### config.mk
export PLATFORM = sky130hd
export DESIGN_NAME = ovf_mode_adder
export DESIGN_NICKNAME = d
export VERILOG_FILES = /design/src/rtl/ovf_add_pkg.sv /design/src/rtl/ovf_ripple_core.sv /design/src/rtl/ovf_mode_mux.sv /design/src/rtl/ovf_out_stage.sv /design/src/rtl/ovf_mode_adder.sv
export SDC_FILE = /design/constraint.sdc
export NUM_CORES = 1
export LEC_CHECK = 0
export BUFFER_PORTS_ARGS = -buffer_cell sky130_fd_sc_hd__buf_4
export CAP_MARGIN = 20
export CORE_MARGIN = 2
export CORE_UTILIZATION = 30
export DETAILED_ROUTE_END_ITERATION = 8
export MAX_ROUTING_LAYER = met4
export RECOVER_POWER = 25
export SLEW_MARGIN = 5
export SYNTH_ARGS = -nofsm -noshare
export SYNTH_HDL_FRONTEND = slang
export SYNTH_SLANG_ARGS = --single-unit
### constraint.sdc
create_clock -name clk -period 2.94 [get_ports clk]
set_clock_uncertainty 0.1 [all_clocks]
set_input_delay 0.294 -clock clk [delete_from_list [all_inputs] [get_ports clk]]
set_output_delay 0.294 -clock clk [all_outputs]
set_load 0.02 [all_outputs]
### src/rtl/ovf_add_pkg.sv
package ovf_add_pkg;
  typedef enum logic [1:0] {
    MD_WRAP  = 2'b00,
    MD_CLAMP = 2'b01,
    MD_POISON = 2'b10,
    MD_SPARE = 2'b11
  } add_mode_t;

  typedef struct packed {
    logic carry;
    logic ovf;
  } add_flags_t;
endpackage

### src/rtl/ovf_ripple_core.sv
module ovf_ripple_core
  import ovf_add_pkg::*;
#(
  parameter int WIDTH = 16
) (
  input  logic [WIDTH-1:0] a,
  input  logic [WIDTH-1:0] b,
  output logic [WIDTH-1:0] sum,
  output add_flags_t       flags
);
  logic [WIDTH:0] chain;

  assign chain[0] = 1'b0;

  for (genvar i = 0; i < WIDTH; i++) begin : g_bit
    logic p;
    assign p           = a[i] ^ b[i];
    assign sum[i]      = p ^ chain[i];
    assign chain[i+1]  = (a[i] & b[i]) | (p & chain[i]);
  end

  assign flags.carry = chain[WIDTH];
  assign flags.ovf   = (a[WIDTH-1] == b[WIDTH-1]) && (sum[WIDTH-1] != a[WIDTH-1]);
endmodule

### src/rtl/ovf_mode_mux.sv
module ovf_mode_mux
  import ovf_add_pkg::*;
#(
  parameter int WIDTH = 16
) (
  input  logic [1:0]       mode,
  input  logic [WIDTH-1:0] a,
  input  logic [WIDTH-1:0] b,
  input  logic [WIDTH-1:0] raw,
  input  add_flags_t       flags,
  output logic [WIDTH-1:0] res
);
  localparam logic [WIDTH-1:0] NEG_END = {1'b1, {(WIDTH-1){1'b0}}};
  localparam logic [WIDTH-1:0] POS_END = {1'b0, {(WIDTH-1){1'b1}}};

  logic poisoned;
  assign poisoned = (a == NEG_END) || (b == NEG_END) || flags.ovf || (raw == NEG_END);

  always_comb begin
    res = raw;
    case (add_mode_t'(mode))
      MD_CLAMP: begin
        if (flags.ovf) res = a[WIDTH-1] ? NEG_END : POS_END;
      end
      MD_POISON: begin
        if (poisoned) res = NEG_END;
      end
      default: res = raw;
    endcase
  end
endmodule

### src/rtl/ovf_out_stage.sv
module ovf_out_stage #(
  parameter int DW      = 8,
  parameter bit REG_OUT = 1'b1
) (
  input  logic          clk,
  input  logic          rst_n,
  input  logic          up_valid,
  output logic          up_ready,
  input  logic [DW-1:0] up_data,
  output logic          dn_valid,
  input  logic          dn_ready,
  output logic [DW-1:0] dn_data
);
  if (REG_OUT) begin : g_reg
    logic          full_q;
    logic [DW-1:0] data_q;

    assign up_ready = !full_q || dn_ready;

    always_ff @(posedge clk or negedge rst_n) begin
      if (!rst_n) begin
        full_q <= 1'b0;
        data_q <= '0;
      end else if (up_ready) begin
        full_q <= up_valid;
        if (up_valid) data_q <= up_data;
      end
    end

    assign dn_valid = full_q;
    assign dn_data  = data_q;
  end else begin : g_pass
    assign up_ready = dn_ready;
    assign dn_valid = up_valid;
    assign dn_data  = up_data;
  end
endmodule

### src/rtl/ovf_mode_adder.sv
module ovf_mode_adder
  import ovf_add_pkg::*;
#(
  parameter int WIDTH   = 16,
  parameter bit REG_OUT = 1'b1
) (
  input  logic             clk,
  input  logic             rst_n,
  input  logic             in_valid,
  output logic             in_ready,
  input  logic [WIDTH-1:0] op_a,
  input  logic [WIDTH-1:0] op_b,
  input  logic [1:0]       mode,
  output logic             out_valid,
  input  logic             out_ready,
  output logic [WIDTH-1:0] out_sum,
  output logic             out_carry,
  output logic             out_ovf
);
  localparam int DW = WIDTH + 2;

  logic [WIDTH-1:0] raw_sum;
  logic [WIDTH-1:0] mode_sum;
  add_flags_t       raw_flags;
  logic [DW-1:0]    st_in;
  logic [DW-1:0]    st_out;

  ovf_ripple_core #(.WIDTH(WIDTH)) u_core (
    .a     (op_a),
    .b     (op_b),
    .sum   (raw_sum),
    .flags (raw_flags)
  );

  ovf_mode_mux #(.WIDTH(WIDTH)) u_mux (
    .mode  (mode),
    .a     (op_a),
    .b     (op_b),
    .raw   (raw_sum),
    .flags (raw_flags),
    .res   (mode_sum)
  );

  assign st_in = {mode_sum, raw_flags.carry, raw_flags.ovf};

  ovf_out_stage #(.DW(DW), .REG_OUT(REG_OUT)) u_stage (
    .clk      (clk),
    .rst_n    (rst_n),
    .up_valid (in_valid),
    .up_ready (in_ready),
    .up_data  (st_in),
    .dn_valid (out_valid),
    .dn_ready (out_ready),
    .dn_data  (st_out)
  );

  assign out_sum   = st_out[DW-1:2];
  assign out_carry = st_out[1];
  assign out_ovf   = st_out[0];
endmodule

==> impl_metrics.toml, run 1 <==
[status]
status = "finished with violations"
violations = "negative setup slack"

[routing]
ant_nets = 0
wl_per_cell_um = 13.4
drtPass1Iterations = 4
wirelength_mm = 4.19
num_vias = 1503
viasPerCell = 4.80
drt_iter0_drc = 89
drc = 0

[timing]
rsz0062_at_grt = "yes"
whs_ps = 150
relSlewSlack = 0.324
tightest_slew_ps = 1010
worst_slack_ps = -3850
finalCritPeriodShare = 2.31
fmax_mhz = 147
finalSetupTns_ps = -66420
setup_violations = 18
hold_violations = 0
slew_violations = 0
finalCriticalPeriod_ps = 6790

[pwr]
peakVddDrop_uv = 150
switching_share = 0.353
internal_power_uw = 734
clkPwrFrac = 0.160
switchingPower_uw = 400
power_density_nw_per_um2 = 457
leakage_nw = 1.19
seq_power_share = 0.314
p_comb_frac = 0.526
power_mw = 1.13

[place]
port-buffer-count = 57
gp_congestion = 0.819
dp_hpwl_mm = 3.36
dpl_worst_slack_ps = -4110
placed_area_um2 = 2330

[logic_synthesis]
synth_top_area_frac = 0.299
ys_ff_latch = 19
synthDistinctLibCells = 29
syn_area_um2 = 1590
yosys-top-cells-area = "dfrtp_1 30%, fa_1 19%, a221o_1 9.5%"
synthCells = 159
synth.avg_cell_area_um2 = 9.99
syn-num-nets = 216
yosysTopAreaCell = "dfrtp_1"
seq_area_frac_synth = 0.299
ys_warn_count = 0

[clock_tree]
clk_latency_ps = 250
cts_tree = "yes"
ctsRootBufferMaster = "clkbuf_8"
numCtsBuffers = 3
cts.sinks = 19
cts-htree-levels = 1
cts.clk_slew.worst_paths_ps = 70
clk_path_buf_depth = 2

[layout]
syn2layout_area_growth_pct = 56.2
antenna_cells = 0
drive_gt1_frac = 0.469
fin_nets = 301
final_common_cell = "buf_4"
final_cell_mix = "80 x buf_4, 29 x inv_1, 20 x nand2_1"
final_cell_area_um2 = 2480

[global_routing]
grt_max_degree = 33
grt_overflow_total = 0
track_usage = 0.149
grt_pass1_wl_mm = 6.94
antenna_found_initial = 0
first_global_vias = 1478

[critical_path]
setup.worst_path.start = "op_a[0]"
crit_slowest_cell = "fa_2"
r2r.worst_path.cells = 5
cp.required_ps = 2980
critPathMostFrequentCell = "fa_2"
crit_fanout = 7
r2r-end = "u_stage.dn_data[17]"
rrSetupSlack_ps = 970
crit_type = "in -> reg"
start_kind = "input pin"
rr_startpoint = "u_stage.dn_valid"
setup.worst_path.end_class = "register"
crit_arrival_ps = 6830
max_stage_delay_ps = 460
critical_path.cell_chain = "buf_8 > ha_4 > inv_2 > fa_2 > fa_2 > fa_2 > fa_2 > fa_2 > fa_2 > fa_2 > fa_2 > fa_2 > fa_2 > fa_2 > fa_2 > inv_2 > fa_2 > fa_2 > fa_2 > buf_6 > xnor2_4 > o211ai_1 > and4bb_4 > a221o_1"

[floorplan]
design.core.area_um2 = 5110
die_w_um = 76.8
start_util = 0.311
die_h_um = 76.8
ios = 58
row_count = 26
fp.dieArea_um2 = 5890

[hold_path]
hold_path.startpoint = "in_valid"
min_to = "u_stage.dn_valid"
worst_hold_path_type = "in -> reg"
hold_path_depth = 2

[job]
drv_cap = 0
## metrics by stage
| stage | utilization | instances |
|---|---|---|
| 2_1_floorplan | - | 159 |
| 3_3_place_gp | 0.456 | 304 |
| 3_5_place_dp | 0.456 | 304 |
| 4_1_cts | 0.479 | 312 |
| 5_1_grt | 0.486 | 313 |
| 6_report | 0.486 | 313 |
## Yosys cell counts
library cell and n:
a211oi_1 15, a21o_1 1, a21oi_4 1, a221o_1 15, a2bb2oi_1 1, and4bb_4 1, buf_2 4, buf_6 2
clkbuf_1 2, dfrtp_1 19, fa_1 15, ha_1 4, inv_1 31, mux2_1 1, nand2_1 20, nand2b_1 3
nand3b_1 1, nand4_1 3, nand4b_1 3, nor3b_1 1, nor4_1 6, nor4b_1 2, o2111ai_1 1, o211ai_1 1
o21ai_0 1, o31ai_1 1, o41ai_1 1, or3b_1 2, xnor2_1 1
## critical path, delay by kind of cell
family	cells	cell delay, ps
buf+inv	4	320
compound gates	2	640
xor+xnor	1	130
fa+ha+maj	16	5130
simple gates	1	330
## what timing repair did
item                                    in CTS  in global routing
endpoints found under the setup margin      18                 18
hold buffers                                 1                  0
hold endpoints to repair                    19                  0
buffers inserted                             3                  1
pin swaps                                    6                  6
resized for setup                            7                  4
cloned                                       1                  0
## metal layers
layer | global-route usage | wire, um | vias to the layer above | part of all wire
met5 | - | 0 | - | 0
met4 | 0.0709 | 110 | 0 | 0.026
met3 | 0.0129 | 209 | 8 | 0.050
met2 | 0.221 | 1850 | 59 | 0.44
met1 | 0.205 | 2010 | 689 | 0.48
li1 | - | - | 747 | -
## area by class of cell
type                       count  area, um2
inverter                      31        116
clock buffer                   4       45.0
fill                         480       2630
tap                           70       87.6
sequential                    19        475
timing repair buffer          87        696
multi-input combinational    102       1060
## worst max path at each step
stage / endpoint / slack (ps)
after floorplan: u_stage.dn_data[10] / -3780
after global placement: u_stage.dn_data[5] / -4050
after detailed placement: u_stage.dn_data[4] / -4110
after CTS: u_stage.dn_data[16] / -3830
after global routing: u_stage.dn_data[14] / -3970
final: u_stage.dn_data[16] / -3850
## power groups by stage
stage               logic, mW  registers (mW)  clock network, mW
floorplan               0.226           0.430                  0
global placement        0.562           0.365                  0
detailed placement      0.569           0.364                  0
CTS                     0.589           0.359              0.188
global route            0.648           0.366              0.200
finish                  0.597           0.356              0.182
## flip-flops by register name (all words and copies together), names as in the netlist
name and count:
u_stage.dn_data 18, u_stage.dn_valid 1
## cell families after synthesis
group / Yosys count / synth area share
xor gates and xnor gates: 1 / 0.00552
and+or+nand+nor: 42 / 0.153
AOI/OAI and AO/OA: 38 / 0.210
muxes: 1 / 0.00709
DFF: 19 / 0.299
adders and majority gates: 19 / 0.221
buffers and inverters: 39 / 0.105
Power figures use the tool's default switching activity.
==> run 2, diff against run 1 <==
Settings changed: CORE_UTILIZATION 30 to 53, PLACE_DENSITY set to 0.85.
==> impl_metrics.toml, run 2 (same netlist as run 1, synthesis figures left out) <==
[critical_path]
setup.worst_path.end_class = "register"
cp.required_ps = 3030
critical_path.cell_chain = "buf_8 > ha_4 > inv_2 > fa_2 > fa_2 > fa_2 > fa_2 > fa_2 > fa_2 > fa_2 > fa_2 > fa_2 > fa_2 > fa_2 > fa_2 > inv_2 > fa_2 > fa_2 > fa_2 > or3b_4 > a21oi_4 > buf_12 > a211oi_1 > a221o_1"
start_kind = "input pin"
rrSetupSlack_ps = 950
critPathMostFrequentCell = "fa_2"
crit_type = "in -> reg"
max_stage_delay_ps = 490
crit_slowest_cell = "fa_2"
crit_fanout = 15
crit_arrival_ps = 6760

[floorplan]
die_w_um = 58.7
start_util = 0.566
row_count = 19
ios = 58
design.core.area_um2 = 2810
die_h_um = 58.7
fp.dieArea_um2 = 3450

[layout]
final_cell_area_um2 = 2310
final_util = 0.823
num-fill-cells = 160
final_common_cell = "buf_4"
syn2layout_area_growth_pct = 45.4
largest_reg_flops = 18
finalNonFillerCells = 265
drive_gt1_frac = 0.449
antenna_cells = 0
final_cell_mix = "73 x buf_4, 29 x inv_1, 20 x nand2_1"
fin_nets = 292

[pwr]
p_comb_frac = 0.544
switchingPower_uw = 392
internal_power_uw = 673
clkPwrFrac = 0.122
seq_power_share = 0.335
peakVddDrop_uv = 213
switching_share = 0.368
power_density_nw_per_um2 = 461
leakage_nw = 1.13

[place]
dp_hpwl_mm = 3.30
gp_congestion = 0.851
placed_area_um2 = 2210
place_inst = 256
port-buffer-count = 57
dpl_worst_slack_ps = -4100

[routing]
ant_nets = 0
viasPerCell = 5.69
drt_iter0_drc = 34
wirelength_mm = 4.09
num_vias = 1508
wl_per_cell_um = 15.4
drtPass1Iterations = 6
drc = 2

[status]
violations = "design-rule violations, negative setup slack"
status = "finished with violations"

[clock_tree]
cts_tree = "yes"
cts.clk_slew.worst_paths_ps = 100
ctsRootBufferMaster = "clkbuf_4"
clk_path_buf_depth = 2
clk_latency_ps = 300
cts-htree-levels = 1
numCtsBuffers = 3
cts.sinks = 19

[timing]
finalCriticalPeriod_ps = 6670
setup_violations = 18
worst_slack_ps = -3730
relSlewSlack = 0.304
finalCritPeriodShare = 2.27
tightest_slew_ps = 1040
hold_violations = 0
slew_violations = 0
finalSetupTns_ps = -64810
fmax_mhz = 150
rsz0062_at_grt = "yes"

[global_routing]
grt_overflow_total = 0
antenna_found_initial = 0
track_usage = 0.249
first_global_vias = 1476
grt_max_degree = 36
grt_pass1_wl_mm = 6.40

[hold_path]
worst_hold_path_type = "in -> reg"

[job]
drv_cap = 0
-- run 2: worst max-delay path: cells and delay by family --
| kind | cells | cell delay [ps] |
|---|---|---|
| buffers and inverters | 4 | 330 |
| and+or+nand+nor | 1 | 440 |
| AOI/OAI and AO/OA | 3 | 520 |
| adders and majority gates | 16 | 5190 |
-- run 2: stage by stage --
stage               hold WS, ps  power [mW]
finish                      100        1.06
detailed placement         76.1       0.919
CTS                        94.0        1.06
floorplan                  -102       0.656
global placement           69.6       0.898
global route                107        1.12
-- run 2: per-layer routing --
| metal | vias to the layer above | share of wire | track usage |
|---|---|---|---|
| met5 | - | 0 | - |
| met4 | 0 | 0.021 | 0.0942 |
| met3 | 11 | 0.044 | 0.0176 |
| met2 | 61 | 0.51 | 0.438 |
| met1 | 715 | 0.43 | 0.298 |
| li1 | 721 | - | - |
-- run 2: repair_timing --
action	CTS	global route
pin swaps	3	1
buffers inserted	2	2
resized for setup	4	3
setup endpoints to repair	18	18
hold endpoints to repair	19	0
hold buffers	1	0
-- run 2: final timing paths --
kind / to / startpoint / cells past startpoint
min in group asynchronous: u_stage.dn_valid / rst_n / 2
max in group asynchronous: u_stage.dn_data[5] / rst_n / 2
min reg2reg: u_stage.dn_data[0] / u_stage.dn_data[0] / 2
min: u_stage.dn_valid / in_valid / 2
max: u_stage.dn_data[12] / op_b[0] / 24
max reg2reg: u_stage.dn_data[12] / u_stage.dn_valid / 4
-- run 2: layout make-up --
class	count	area, um2	area share
Tap cell	31	38.8	0.0168
Timing Repair Buffer	79	632	0.274
Clock buffer	4	26.3	0.0114
Inverter	31	116	0.0504
Sequential cell	19	475	0.206
Multi-Input combinational cell	101	1020	0.442
-- run 2: power by group through the flow --
stage / registers (mW) / logic, mW / clock network [mW]
detailed placement: 0.362 / 0.557 / 0
global route: 0.363 / 0.618 / 0.143
global placement: 0.358 / 0.539 / 0
CTS: 0.357 / 0.569 / 0.133
floorplan: 0.430 / 0.226 / 0
finish: 0.356 / 0.579 / 0.130
==> run 3, diff against run 2 <==
Settings changed: ABC_AREA set to 1, CORE_UTILIZATION 53 to 57, HOLD_SLACK_MARGIN set to 0.15, PLACE_DENSITY 0.85 to 0.87.
==> impl_metrics.toml, run 3 <==
[logic_synthesis]
synth_common_cells = "114 x nand2_1, 37 x inv_1, 35 x nor2_1"
synthDistinctLibCells = 22
synth.avg_cell_area_um2 = 6.77
synthFlopType = "dfrtp_1"
synth_top_area_frac = 0.238
async_flop_share = 1.00
post-synth-top-count-cell = "nand2_1"
ys_ff_latch = 19
seq_area_frac_synth = 0.238
synth-edff-count = 0
synthCells = 295
syn-num-nets = 352
syn_area_um2 = 2000
ys_warn_count = 0
yosys-top-cells-area = "dfrtp_1 24%, nand2_1 21%, fa_1 15%"
yosysTopAreaCell = "dfrtp_1"

[global_routing]
grt_overflow_total = 0
grt_pass1_wl_mm = 9.39
grt_max_degree = 33
antenna_found_initial = 0
track_usage = 0.304
first_global_vias = 2112

[timing]
slew_violations = 0
fmax_mhz = 152
relSlewSlack = 0.289
setup_violations = 18
rsz0062_at_grt = "yes"
hold_violations = 0
whs_ps = 165
finalCritPeriodShare = 2.23
tightest_slew_ps = 1070
finalCriticalPeriod_ps = 6560
worst_slack_ps = -3620

[place]
gp_congestion = 0.924
port-buffer-count = 57
dp_hpwl_mm = 3.74

[layout]
antenna_cells = 0
final_cell_mix = "111 x nand2_1, 79 x buf_4, 35 x nor2_1"
final_common_cell = "nand2_1"
syn2layout_area_growth_pct = 37.5
largest_reg_flops = 18
ff_latch_area_um2 = 475
final_util = 0.816
multiInputGateArea_um2 = 1350
num-fill-cells = 237
drive_gt1_frac = 0.354
fin_nets = 431

[floorplan]
row_count = 21
start_util = 0.594
die_h_um = 63.2
fp.dieArea_um2 = 3990
die_w_um = 63.2
design.core.area_um2 = 3360
ios = 58

[critical_path]
setup.worst_path.end_class = "register"
critPathBufInv = 4
crit_type = "in -> reg"
start_kind = "input pin"
crit_arrival_ps = 6710
crit_fanout = 7
cp.required_ps = 3090
crit_family = "adder cells"
critPathMostFrequentCell = "fa_2"
max_stage_delay_ps = 490
crit_slowest_cell = "fa_2"

[pwr]
peakVddDrop_uv = 185
power_mw = 1.20
power_density_nw_per_um2 = 437
leakage_nw = 1.48

[routing]
wirelength_mm = 5.32
drtPass1Iterations = 4
ant_nets = 0
wl_per_cell_um = 12.7
drt_iter0_drc = 145
drc = 0
num_vias = 2182
viasPerCell = 5.21

[clock_tree]
clk_path_buf_depth = 2
ctsRootBufferMaster = "clkbuf_4"
cts-htree-levels = 1
clk_latency_ps = 300
cts.sinks = 19
numCtsBuffers = 3
cts.clk_slew.worst_paths_ps = 120
cts_tree = "yes"

[status]
status = "finished with violations"
violations = "negative setup slack"

[job]
drv_cap = 0

[hold_path]
worst_hold_path_type = "in -> reg"
## run 3: timing repair
action / in CTS / in global routing
pin swaps: 15 / 8
resized for setup: 9 / 6
buffers inserted: 4 / 2
hold endpoints to repair: 19 / 0
hold buffers: 1 / 0
gates cloned: 1 / 0
setup endpoints to repair: 18 / 18
## run 3: worst reg2reg max path, cell delays in order, from the launching register on
cell and delay (ps):
dfrtp_1 390, nand2_1 100, nand2_1 60, buf_4 200, inv_1 450, nand3_1 190
nand2_1 100
## run 3: per-layer routing
metal / track usage / vias up / part of all wire / routed length, um
li1: - / 1042 / - / -
met1: 0.370 / 985 / 0.39 / 2080
met2: 0.517 / 124 / 0.49 / 2610
met3: 0.0286 / 31 / 0.072 / 381
met4: 0.133 / 0 / 0.048 / 257
met5: - / - / 0 / 0
## run 3: metrics by stage
stage | cells | TNS (ps) | worst slack (ps) | instance area (um2)
after floorplan | 295 | -60250 | -3450 | 2060
after global placement | 408 | -66010 | -3780 | 2600
after detailed placement | 408 | -67670 | -3890 | 2600
after CTS | 418 | -61270 | -3540 | 2740
after global routing | 419 | -64820 | -3760 | 2750
final | 419 | -62240 | -3620 | 2750
## run 3: final timing paths
path | cells past startpoint | slack, ps | endpoint | from
setup / recovery | 29 | -3620 | u_stage.dn_data[15] | op_a[0]
hold / removal | 4 | 160 | u_stage.dn_valid | out_ready
setup reg to reg | 6 | 1290 | u_stage.dn_data[7] | u_stage.dn_valid
hold reg to reg | 2 | 390 | u_stage.dn_data[8] | u_stage.dn_data[8]
max in group asynchronous | 2 | 1500 | u_stage.dn_data[12] | rst_n
min in group asynchronous | 2 | 600 | u_stage.dn_data[2] | rst_n
## run 3: layout make-up
| type | count | share of cell area |
|---|---|---|
| clock buffers | 3 | 0.00820 |
| multi-input cells | 224 | 0.492 |
| repair buffers | 85 | 0.245 |
| flip-flops and latches | 19 | 0.173 |
| clock inverters | 1 | 0.00182 |
| inverters | 41 | 0.0588 |
| well taps | 46 | 0.0210 |
## run 3: report_power, final
group | switching [mW] | leakage (nW) | internal [mW]
Combinational | 0.389 | 1.22 | 0.326
Sequential | 0.0289 | 0.236 | 0.317
Clock | 0.0883 | 0.0177 | 0.0507
Total | 0.506 | 1.48 | 0.694
## run 3: cell families after synthesis
group                    synth area share
AND/OR/NAND/NOR                     0.405
buffers and inverters               0.137
adder cells (fa/ha/maj)             0.175
flip-flops                          0.238
AO/OA/AOI/OAI                      0.0451
